==> config.mk <==
export PLATFORM = sky130hd
export DESIGN_NAME = i2c_xfer_seq
export DESIGN_NICKNAME = d
export VERILOG_FILES = /design/src/rtl/i2c_seq_pkg.sv /design/src/rtl/i2c_seq_fifo.sv /design/src/rtl/i2c_seq_count.sv /design/src/rtl/i2c_seq_fsm.sv /design/src/rtl/i2c_xfer_seq.sv
export SDC_FILE = /design/constraint.sdc
export NUM_CORES = 1
export LEC_CHECK = 0
export BUFFER_PORTS_ARGS = -buffer_cell sky130_fd_sc_hd__buf_2
export CORE_UTILIZATION = 59
export DETAILED_ROUTE_END_ITERATION = 7
export PLACE_DENSITY = 0.79
export SLEW_MARGIN = 20
export SYNTH_ARGS = -nofsm -noshare
export SYNTH_HDL_FRONTEND = slang
export SYNTH_SLANG_ARGS = --single-unit
export TNS_END_PERCENT = 50
==> constraint.sdc <==
create_clock -name clk -period 4.3 [get_ports clk]
set_input_delay 0.215 -clock clk [delete_from_list [all_inputs] [get_ports clk]]
set_output_delay 0.215 -clock clk [all_outputs]
set_load 0.03 [all_outputs]
==> src/rtl/i2c_seq_pkg.sv <==
// Shared types for the I2C byte sequencer: engine operation codes,
// sequencer states and the 10-bit address prefix.
package i2c_seq_pkg;

    typedef enum logic [1:0] {
        OP_START = 2'd0,
        OP_WRITE = 2'd1,
        OP_READ  = 2'd2,
        OP_STOP  = 2'd3
    } bus_op_e;

    typedef enum logic [3:0] {
        S_IDLE,
        S_W_START,
        S_W_ADR1,
        S_W_ADR2,
        S_STEP,
        S_W_TX,
        S_W_RX,
        S_TX_WAIT,
        S_HELD,
        S_W_STOP
    } seq_state_e;

    localparam int          TARGET_AW   = 10;
    localparam logic [4:0]  WIDE_PREFIX = 5'b11110;

endpackage

==> src/rtl/i2c_seq_fifo.sv <==
// Byte FIFO shared by both directions.
// Head is visible without a pop (show-ahead). Push on full and pop on empty
// are dropped. Clear has priority over push and pop.
// Assumes DEPTH is a power of two.
module i2c_seq_fifo #(
    parameter int DEPTH = 16,
    parameter int WIDTH = 8,
    localparam int AW   = $clog2(DEPTH)
) (
    input  logic             clk,
    input  logic             rst_n,
    input  logic             clr,
    input  logic             push,
    input  logic [WIDTH-1:0] din,
    input  logic             pop,
    output logic [WIDTH-1:0] dout,
    output logic [AW:0]      level,
    output logic             empty,
    output logic             full
);
    logic [WIDTH-1:0] mem [DEPTH];
    logic [AW-1:0]    wr_ptr, rd_ptr;
    logic             do_push, do_pop;

    assign empty   = (level == '0);
    assign full    = (level == (AW+1)'(DEPTH));
    assign do_push = push && !full;
    assign do_pop  = pop && !empty;
    assign dout    = mem[rd_ptr];

    // Storage write; contents need no reset.
    always_ff @(posedge clk) begin
        if (do_push) mem[wr_ptr] <= din;
    end

    // Pointer and occupancy tracking.
    always_ff @(posedge clk) begin
        if (!rst_n || clr) begin
            wr_ptr <= '0;
            rd_ptr <= '0;
            level  <= '0;
        end else begin
            if (do_push) wr_ptr <= wr_ptr + 1'b1;
            if (do_pop)  rd_ptr <= rd_ptr + 1'b1;
            case ({do_push, do_pop})
                2'b10:   level <= level + 1'b1;
                2'b01:   level <= level - 1'b1;
                default: level <= level;
            endcase
        end
    end

endmodule

==> src/rtl/i2c_seq_count.sv <==
// Down-counting transfer size. Priority: clear, then host load, then
// decrement. Decrement saturates at zero.
module i2c_seq_count #(
    parameter int W = 8
) (
    input  logic         clk,
    input  logic         rst_n,
    input  logic         clr,
    input  logic         load,
    input  logic [W-1:0] load_val,
    input  logic         dec,
    output logic [W-1:0] cnt,
    output logic         zero,
    output logic         one
);
    assign zero = (cnt == '0);
    assign one  = (cnt == W'(1));

    // Count register update.
    always_ff @(posedge clk) begin
        if (!rst_n || clr)      cnt <= '0;
        else if (load)          cnt <= load_val;
        else if (dec && !zero)  cnt <= cnt - 1'b1;
    end

endmodule

==> src/rtl/i2c_seq_fsm.sv <==
// Transfer state machine.
// Issues one engine operation at a time and keeps the request registered and
// stable until done. Chooses each next byte from the size count, the FIFO
// state, the direction and the hold flag.
// Assumes the host keeps cfg_rx and cfg_short steady during a transfer.
module i2c_seq_fsm
    import i2c_seq_pkg::*;
#(
    parameter int DW = 8
) (
    input  logic                 clk,
    input  logic                 rst_n,
    input  logic                 cfg_rx,
    input  logic                 cfg_short,
    input  logic                 cfg_hold,
    input  logic                 addr_wr,
    input  logic [TARGET_AW-1:0] addr_wdata,
    input  logic                 cnt_zero,
    input  logic                 cnt_one,
    input  logic                 fifo_empty,
    input  logic                 fifo_full,
    input  logic [DW-1:0]        fifo_head,
    input  logic                 eng_done,
    input  logic                 eng_nack,
    output logic                 eng_req,
    output bus_op_e              eng_op,
    output logic [DW-1:0]        eng_wdata,
    output logic                 eng_ack,
    output logic                 tx_pop,
    output logic                 rx_push,
    output logic                 cnt_dec,
    output logic                 ev_done,
    output logic                 ev_nack,
    output logic                 bus_active
);
    seq_state_e           state;
    logic [TARGET_AW-1:0] addr_q;

    // Handshake side effects of the current state.
    always_comb begin
        tx_pop     = (state == S_STEP) && !cnt_zero && !cfg_rx && !fifo_empty;
        rx_push    = (state == S_W_RX) && eng_done && !fifo_full;
        cnt_dec    = eng_done && ((state == S_W_TX) || (state == S_W_RX));
        bus_active = (state != S_IDLE);
    end

    // State, engine request and event registers.
    always_ff @(posedge clk) begin
        if (!rst_n) begin
            state     <= S_IDLE;
            addr_q    <= '0;
            eng_req   <= 1'b0;
            eng_op    <= OP_START;
            eng_wdata <= '0;
            eng_ack   <= 1'b0;
            ev_done   <= 1'b0;
            ev_nack   <= 1'b0;
        end else begin
            ev_done <= 1'b0;
            ev_nack <= 1'b0;
            case (state)
                S_IDLE, S_HELD: begin
                    if (addr_wr) begin
                        addr_q  <= addr_wdata;
                        eng_req <= 1'b1;
                        eng_op  <= OP_START;
                        state   <= S_W_START;
                    end else if (state == S_HELD && !cfg_hold) begin
                        eng_req <= 1'b1;
                        eng_op  <= OP_STOP;
                        state   <= S_W_STOP;
                    end
                end
                S_W_START: if (eng_done) begin
                    eng_op    <= OP_WRITE;
                    eng_wdata <= cfg_short ? {addr_q[6:0], cfg_rx}
                                           : {WIDE_PREFIX, addr_q[9:8], cfg_rx};
                    state     <= S_W_ADR1;
                end
                S_W_ADR1, S_W_ADR2, S_W_TX: if (eng_done) begin
                    if (eng_nack) begin
                        ev_nack <= 1'b1;
                        if (cfg_hold) begin
                            eng_req <= 1'b0;
                            state   <= S_HELD;
                        end else begin
                            eng_op <= OP_STOP;
                            state  <= S_W_STOP;
                        end
                    end else if (state == S_W_ADR1 && !cfg_short) begin
                        eng_wdata <= addr_q[7:0];
                        state     <= S_W_ADR2;
                    end else begin
                        eng_req <= 1'b0;
                        state   <= S_STEP;
                    end
                end
                S_STEP: begin
                    if (cnt_zero) begin
                        if (cfg_hold) begin
                            ev_done <= 1'b1;
                            state   <= S_HELD;
                        end else begin
                            eng_req <= 1'b1;
                            eng_op  <= OP_STOP;
                            state   <= S_W_STOP;
                        end
                    end else if (!cfg_rx) begin
                        if (!fifo_empty) begin
                            eng_req   <= 1'b1;
                            eng_op    <= OP_WRITE;
                            eng_wdata <= fifo_head;
                            state     <= S_W_TX;
                        end else if (cfg_hold) begin
                            ev_done <= 1'b1;
                            state   <= S_TX_WAIT;
                        end else begin
                            eng_req <= 1'b1;
                            eng_op  <= OP_STOP;
                            state   <= S_W_STOP;
                        end
                    end else if (!(fifo_full && cfg_hold)) begin
                        eng_req <= 1'b1;
                        eng_op  <= OP_READ;
                        eng_ack <= !cnt_one;
                        state   <= S_W_RX;
                    end
                end
                S_W_RX: if (eng_done) begin
                    eng_req <= 1'b0;
                    state   <= S_STEP;
                end
                S_TX_WAIT: begin
                    if (!fifo_empty) begin
                        state <= S_STEP;
                    end else if (!cfg_hold) begin
                        eng_req <= 1'b1;
                        eng_op  <= OP_STOP;
                        state   <= S_W_STOP;
                    end
                end
                S_W_STOP: if (eng_done) begin
                    eng_req <= 1'b0;
                    ev_done <= 1'b1;
                    state   <= S_IDLE;
                end
                default: state <= S_IDLE;
            endcase
        end
    end

endmodule

==> src/rtl/i2c_xfer_seq.sv <==
// Top of the I2C byte sequencer.
// Routes the shared FIFO by direction: the host fills it when transmitting
// and the engine fills it when receiving. Also derives the receive
// threshold event from the FIFO level.
module i2c_xfer_seq
    import i2c_seq_pkg::*;
#(
    parameter int FIFO_DEPTH = 16,
    parameter int DATA_W     = 8,
    parameter int SIZE_W     = 8,
    localparam int LVL_W     = $clog2(FIFO_DEPTH) + 1,
    localparam int THRESH    = FIFO_DEPTH - 2
) (
    input  logic                 clk,
    input  logic                 rst_n,
    input  logic                 cfg_rx,
    input  logic                 cfg_short,
    input  logic                 cfg_hold,
    input  logic                 fifo_clr,
    input  logic                 size_wr,
    input  logic [SIZE_W-1:0]    size_wdata,
    input  logic                 addr_wr,
    input  logic [9:0]           addr_wdata,
    input  logic                 tx_push,
    input  logic [DATA_W-1:0]    tx_data,
    input  logic                 rx_pop,
    output logic [DATA_W-1:0]    rx_data,
    output logic                 rx_valid,
    output logic                 bus_active,
    output logic [SIZE_W-1:0]    xfer_size,
    output logic                 eng_req,
    output logic [1:0]           eng_op,
    output logic [DATA_W-1:0]    eng_wdata,
    output logic                 eng_ack,
    input  logic                 eng_done,
    input  logic                 eng_nack,
    input  logic [DATA_W-1:0]    eng_rdata,
    output logic                 ev_done,
    output logic                 ev_thresh,
    output logic                 ev_nack
);
    logic              fifo_push, fifo_pop, fifo_empty, fifo_full;
    logic [DATA_W-1:0] fifo_din, fifo_head;
    logic [LVL_W-1:0]  fifo_level, level_d1;
    logic              tx_pop, rx_push, cnt_dec, cnt_zero, cnt_one;
    bus_op_e           op_e;

    assign fifo_push = cfg_rx ? rx_push : (tx_push && !fifo_full);
    assign fifo_din  = cfg_rx ? eng_rdata : tx_data;
    assign fifo_pop  = cfg_rx ? (rx_pop && !fifo_empty) : tx_pop;
    assign rx_data   = fifo_head;
    assign rx_valid  = cfg_rx && !fifo_empty;
    assign eng_op    = op_e;
    assign ev_thresh = cfg_rx && (fifo_level == LVL_W'(THRESH))
                              && (level_d1 < LVL_W'(THRESH));

    // Previous FIFO level, used to detect the rise to the threshold.
    always_ff @(posedge clk) begin
        if (!rst_n) level_d1 <= '0;
        else        level_d1 <= fifo_level;
    end

    i2c_seq_fifo #(.DEPTH(FIFO_DEPTH), .WIDTH(DATA_W)) u_fifo (
        .clk   (clk),
        .rst_n (rst_n),
        .clr   (fifo_clr),
        .push  (fifo_push),
        .din   (fifo_din),
        .pop   (fifo_pop),
        .dout  (fifo_head),
        .level (fifo_level),
        .empty (fifo_empty),
        .full  (fifo_full)
    );

    i2c_seq_count #(.W(SIZE_W)) u_count (
        .clk      (clk),
        .rst_n    (rst_n),
        .clr      (fifo_clr),
        .load     (size_wr),
        .load_val (size_wdata),
        .dec      (cnt_dec),
        .cnt      (xfer_size),
        .zero     (cnt_zero),
        .one      (cnt_one)
    );

    i2c_seq_fsm #(.DW(DATA_W)) u_fsm (
        .clk        (clk),
        .rst_n      (rst_n),
        .cfg_rx     (cfg_rx),
        .cfg_short  (cfg_short),
        .cfg_hold   (cfg_hold),
        .addr_wr    (addr_wr),
        .addr_wdata (addr_wdata),
        .cnt_zero   (cnt_zero),
        .cnt_one    (cnt_one),
        .fifo_empty (fifo_empty),
        .fifo_full  (fifo_full),
        .fifo_head  (fifo_head),
        .eng_done   (eng_done),
        .eng_nack   (eng_nack),
        .eng_req    (eng_req),
        .eng_op     (op_e),
        .eng_wdata  (eng_wdata),
        .eng_ack    (eng_ack),
        .tx_pop     (tx_pop),
        .rx_push    (rx_push),
        .cnt_dec    (cnt_dec),
        .ev_done    (ev_done),
        .ev_nack    (ev_nack),
        .bus_active (bus_active)
    );

endmodule

==> summary.md <==
| Metric | Value |
|---|---|
| Internal | `around 0.0032 W` |
| VDD IR-drop max | `0.350 mV` |
| Fmax | `0.283 GHz` |
| Unrepaired setup endpoints after global routing | `no` |
| Largest net degree at the start of global routing | `35` |
| Core box area | `roughly 0.014 mm2` |
| Max incr delay on CP | `~700 ps` |
| Synth area leader | `edfxtp_1` |
| Comb pwr share | `19.1%` |
| Post-synth EDFFs | `approximately 130` |
| Worst Path Required | `4600 ps` |
| Synth Area per Inst | `13.0 um2` |
| Number of global-route vias before repair | `5393` |
| Crit-path cells | `or4b_1, a211o_1, a21oi_4, ha_1, xor2_1, ha_1, a21oi_1, nor3b_1, o21ai_0, a21oi_1, xnor2_1, nor2_1` |
| Slew Limit Fails | `0` |
| Post-synth net total | `702` |
| Number of gates resized after CTS | `0` |
| Leak | `~3.4 nW` |
| Drt first pass iters | `6` |
| Sequential-to-total area share from yosys stat | `59.3%` |
| CTS tree | `built` |
| Post-CTS setup buffers | `0` |
| Root buffer cell | `clkbuf_16` |
| Vias per cell | `6.20` |
| First-pass GRT wire length | `29000 um` |
| Place WS | `~820 ps` |
| TritonCTS Buffers | `17` |
| Distinct cells, synth | `66` |
| Clk_lat worst skew | `approximately 440 ps` |
| Arr. time, crit path | `about 3800 ps` |
| Power share of the clock group | `around a third` |
| GPL Wtd Cong | `roughly 0.86` |
| Post-route setup slack | `762 ps` |
| Area growth, synth to finish | `13.6%` |
| N_diodes | `0` |
| Outcome | `finished clean` |
| FP Rows | `43` |
| Post-route core utilization | `68.7%` |
| Max Fanout on Critical Path | `24` |
| Total Wirelength | `19000 um` |
| H-tree Lvls | `4` |
| Post-Syn Area | `roughly 0.0084 mm2` |
| Total gr overflow | `0` |
| Dpl hpwl | `12100 um` |
| FILL cells | `962` |
| Setup TNS | `0 ps` |
| #FFs+latches synth | `185` |
| Crit path kind | `flop to flop` |
| Detail Route Antenna Nets | `0` |
| Vert. Die Dim | `121 um` |
| Total number of vias | `5620` |
| CP Capture Type | `flop` |
| Syn Inst Count | `646` |
| Total track usage | `~27%` |
| Clock-pin slew on the worst setup and hold paths | `80 ps` |
| Sw Share | `29.8%` |
| Clock tree buffer depth | `2` |
| Startpoint types | `flop` |
| Final setup fails | `0` |
| Num Clock Sinks | `185` |
| Port bufs | `between 70 and 80` |
| Reg power frac | `45.7%` |
| Die ar. | `0.0147 mm2` |
| Slew at the pin closest to its max-slew limit | `1000 ps` |
| Total Nets Final | `770` |
| Initial antenna violation count | `0` |
| Relative slew slack | `between 30 and 40%` |
| Switching power | `0.00136 W` |
| Hold buffers post-CTS | `1` |
| I/O pins | `79` |
| Drt drc | `0` |
| Ys flop type | `edfxtp_1` |
| Total power draw | `0.00456 W` |
| Final hold vios | `0` |
| Iter 0 DRT Violations | `around 720` |
| Layout cells sized above 1 | `approximately 25%` |
| Starting Density | `60.5%` |
| Power Density | `478 mW/mm2` |
| Yosys warns | `0` |
| Top post-synthesis cells by area | `edfxtp_1, dfxtp_1, mux4_2` |
| Critical Path Slowest Stage Cell | `or4b_1` |
| Fin crit share | `between 80 and 90%` |
| Max-cap violations | `0` |
| DIE WIDTH | `121 um` |
| Synth top area share | `45.8%` |
| Final Skew | `10.0 ps` |
| Hold WC Path Type | `input port to flop` |
| WL/cell | `21.0 um` |
| Minimum clock period | `3540 ps` |
| FFs w/ async S/R, synth | `0%` |
## cells by family after synthesis
group,share of synthesized area [%]
multiplexers,12.7
flip-flops,59.3
buffers and inverters,2.58
XOR/XNOR,2.29
AND/OR/NAND/NOR,12.1
AO/OA/AOI/OAI,9.44
adder cells (fa/ha/maj),1.49
## stage by stage
step	hold WS [ps]	std cells	instance area, um2
6_report	14.3	907	9540
5_1_grt	18.6	907	9540
4_1_cts	5.01	907	9540
3_5_place_dp	449	874	8920
3_3_place_gp	441	874	8920
2_1_floorplan	350	646	8400
## state kept, by name (all words and copies together) (netlist names), 2 cells and up, named ones only
signal,cells
u_fsm.eng_wdata,8
u_fifo.rd_ptr,4
level_d1,4
u_fsm.addr_q,10
u_fifo.wr_ptr,4
u_count.cnt,8
u_fsm.state,4
u_fsm.eng_op,2
u_fifo.level,5
u_fifo.mem,128
## cells in the final DEF (no fill, tap or decap), types with 3 or more instances in the layout
master	Yosys	routed
mux2_2	16	16
a222oi_1	7	7
o21ai_0	14	14
buf_2	11	78
ha_1	10	10
and2_1	8	8
buf_4	3	12
nor3b_1	3	3
a21boi_1	13	13
a211oi_1	3	3
xnor2_1	11	11
edfxtp_1	128	128
inv_8	0	4
a21o_1	6	6
o211a_1	4	4
inv_1	6	6
mux2i_1	14	14
dfxtp_1	57	55
o211ai_1	4	4
inv_6	0	3
mux4_2	32	32
a21oi_1	23	23
nand4_1	5	5
nor3_1	11	11
a31oi_1	7	7
nand3b_1	5	5
nor2b_1	9	9
xor2_1	11	11
nand2b_1	16	16
nand3_1	9	9
or3_1	4	4
o21ai_1	8	8
a22oi_1	3	3
clkbuf_16	0	17
nand2_1	57	57
nor2_1	62	62
## path summary, 6_finish.rpt
| kind | startpoint | slack (ps) | cells after the start | end |
|---|---|---|---|---|
| hold / removal | size_wdata[0] | 10 | 3 | u_count.cnt[0] |
| setup / recovery | u_fsm.state[0] | 760 | 12 | u_fifo.level[4] |
| setup reg to reg | u_fsm.state[0] | 760 | 12 | u_fifo.level[4] |
| hold reg to reg | u_fsm.addr_q[7] | 470 | 2 | u_fsm.addr_q[7] |
## layer usage
layer	part of all wire (%)	global-route usage, %	vias to the layer above
met5	0	0	-
met4	1.9	10.4	0
met3	6.9	7.05	34
met2	50	44.1	250
met1	41	34.9	2770
li1	-	-	2566
## cells in the mapped netlist (all sizes together), types with 3 or more instances
cell and n:
a211oi 4, a222oi 7, nor2b 9, dfxtp 57, mux2i 14, a31oi 7, inv 7, and2 8
nand3 9, xnor2 11, xor2 11, o211ai 4, nand2 57, edfxtp 128, nand3b 5, nor3b 3
nor3 11, o21ai 22, nand4 5, o211a 4, a22oi 3, buf 17, nor4 3, nor4b 3
a21o 6, clkbuf 25, a21oi 25, nor2 63, a21boi 14, ha 10, or3 4, mux2 16
nand2b 16, mux4 33
## power groups by stage
stage | clock [W] | combinational [W] | sequential [W]
2_1_floorplan | 0 | 0.000556 | 0.00219
3_3_place_gp | 0 | 0.000847 | 0.00212
3_5_place_dp | 0 | 0.000862 | 0.00212
4_1_cts | 0.00162 | 0.000867 | 0.00208
5_1_grt | 0.00169 | 0.000949 | 0.00210
6_report | 0.00160 | 0.000874 | 0.00209
## critical path, delay by kind of cell, from the launching register on
family / cells / cell delay, ps
AO/OA/AOI/OAI: 5 / 1150
XOR/XNOR: 2 / 250
adder cells (fa/ha/maj): 2 / 590
flip-flops: 1 / 560
AND/OR/NAND/NOR: 3 / 860
## final cells by class
cell class	count	area, um2	share of cell area, %
clock buffer	19	433	4.54
tap	180	225	2.36
multi-input combinational	412	3200	33.5
clock inverter	13	178	1.86
sequential	185	4990	52.3
timing repair buffer	91	490	5.14
inverter	7	26.3	0.275
Power figures use the tool's default switching activity.
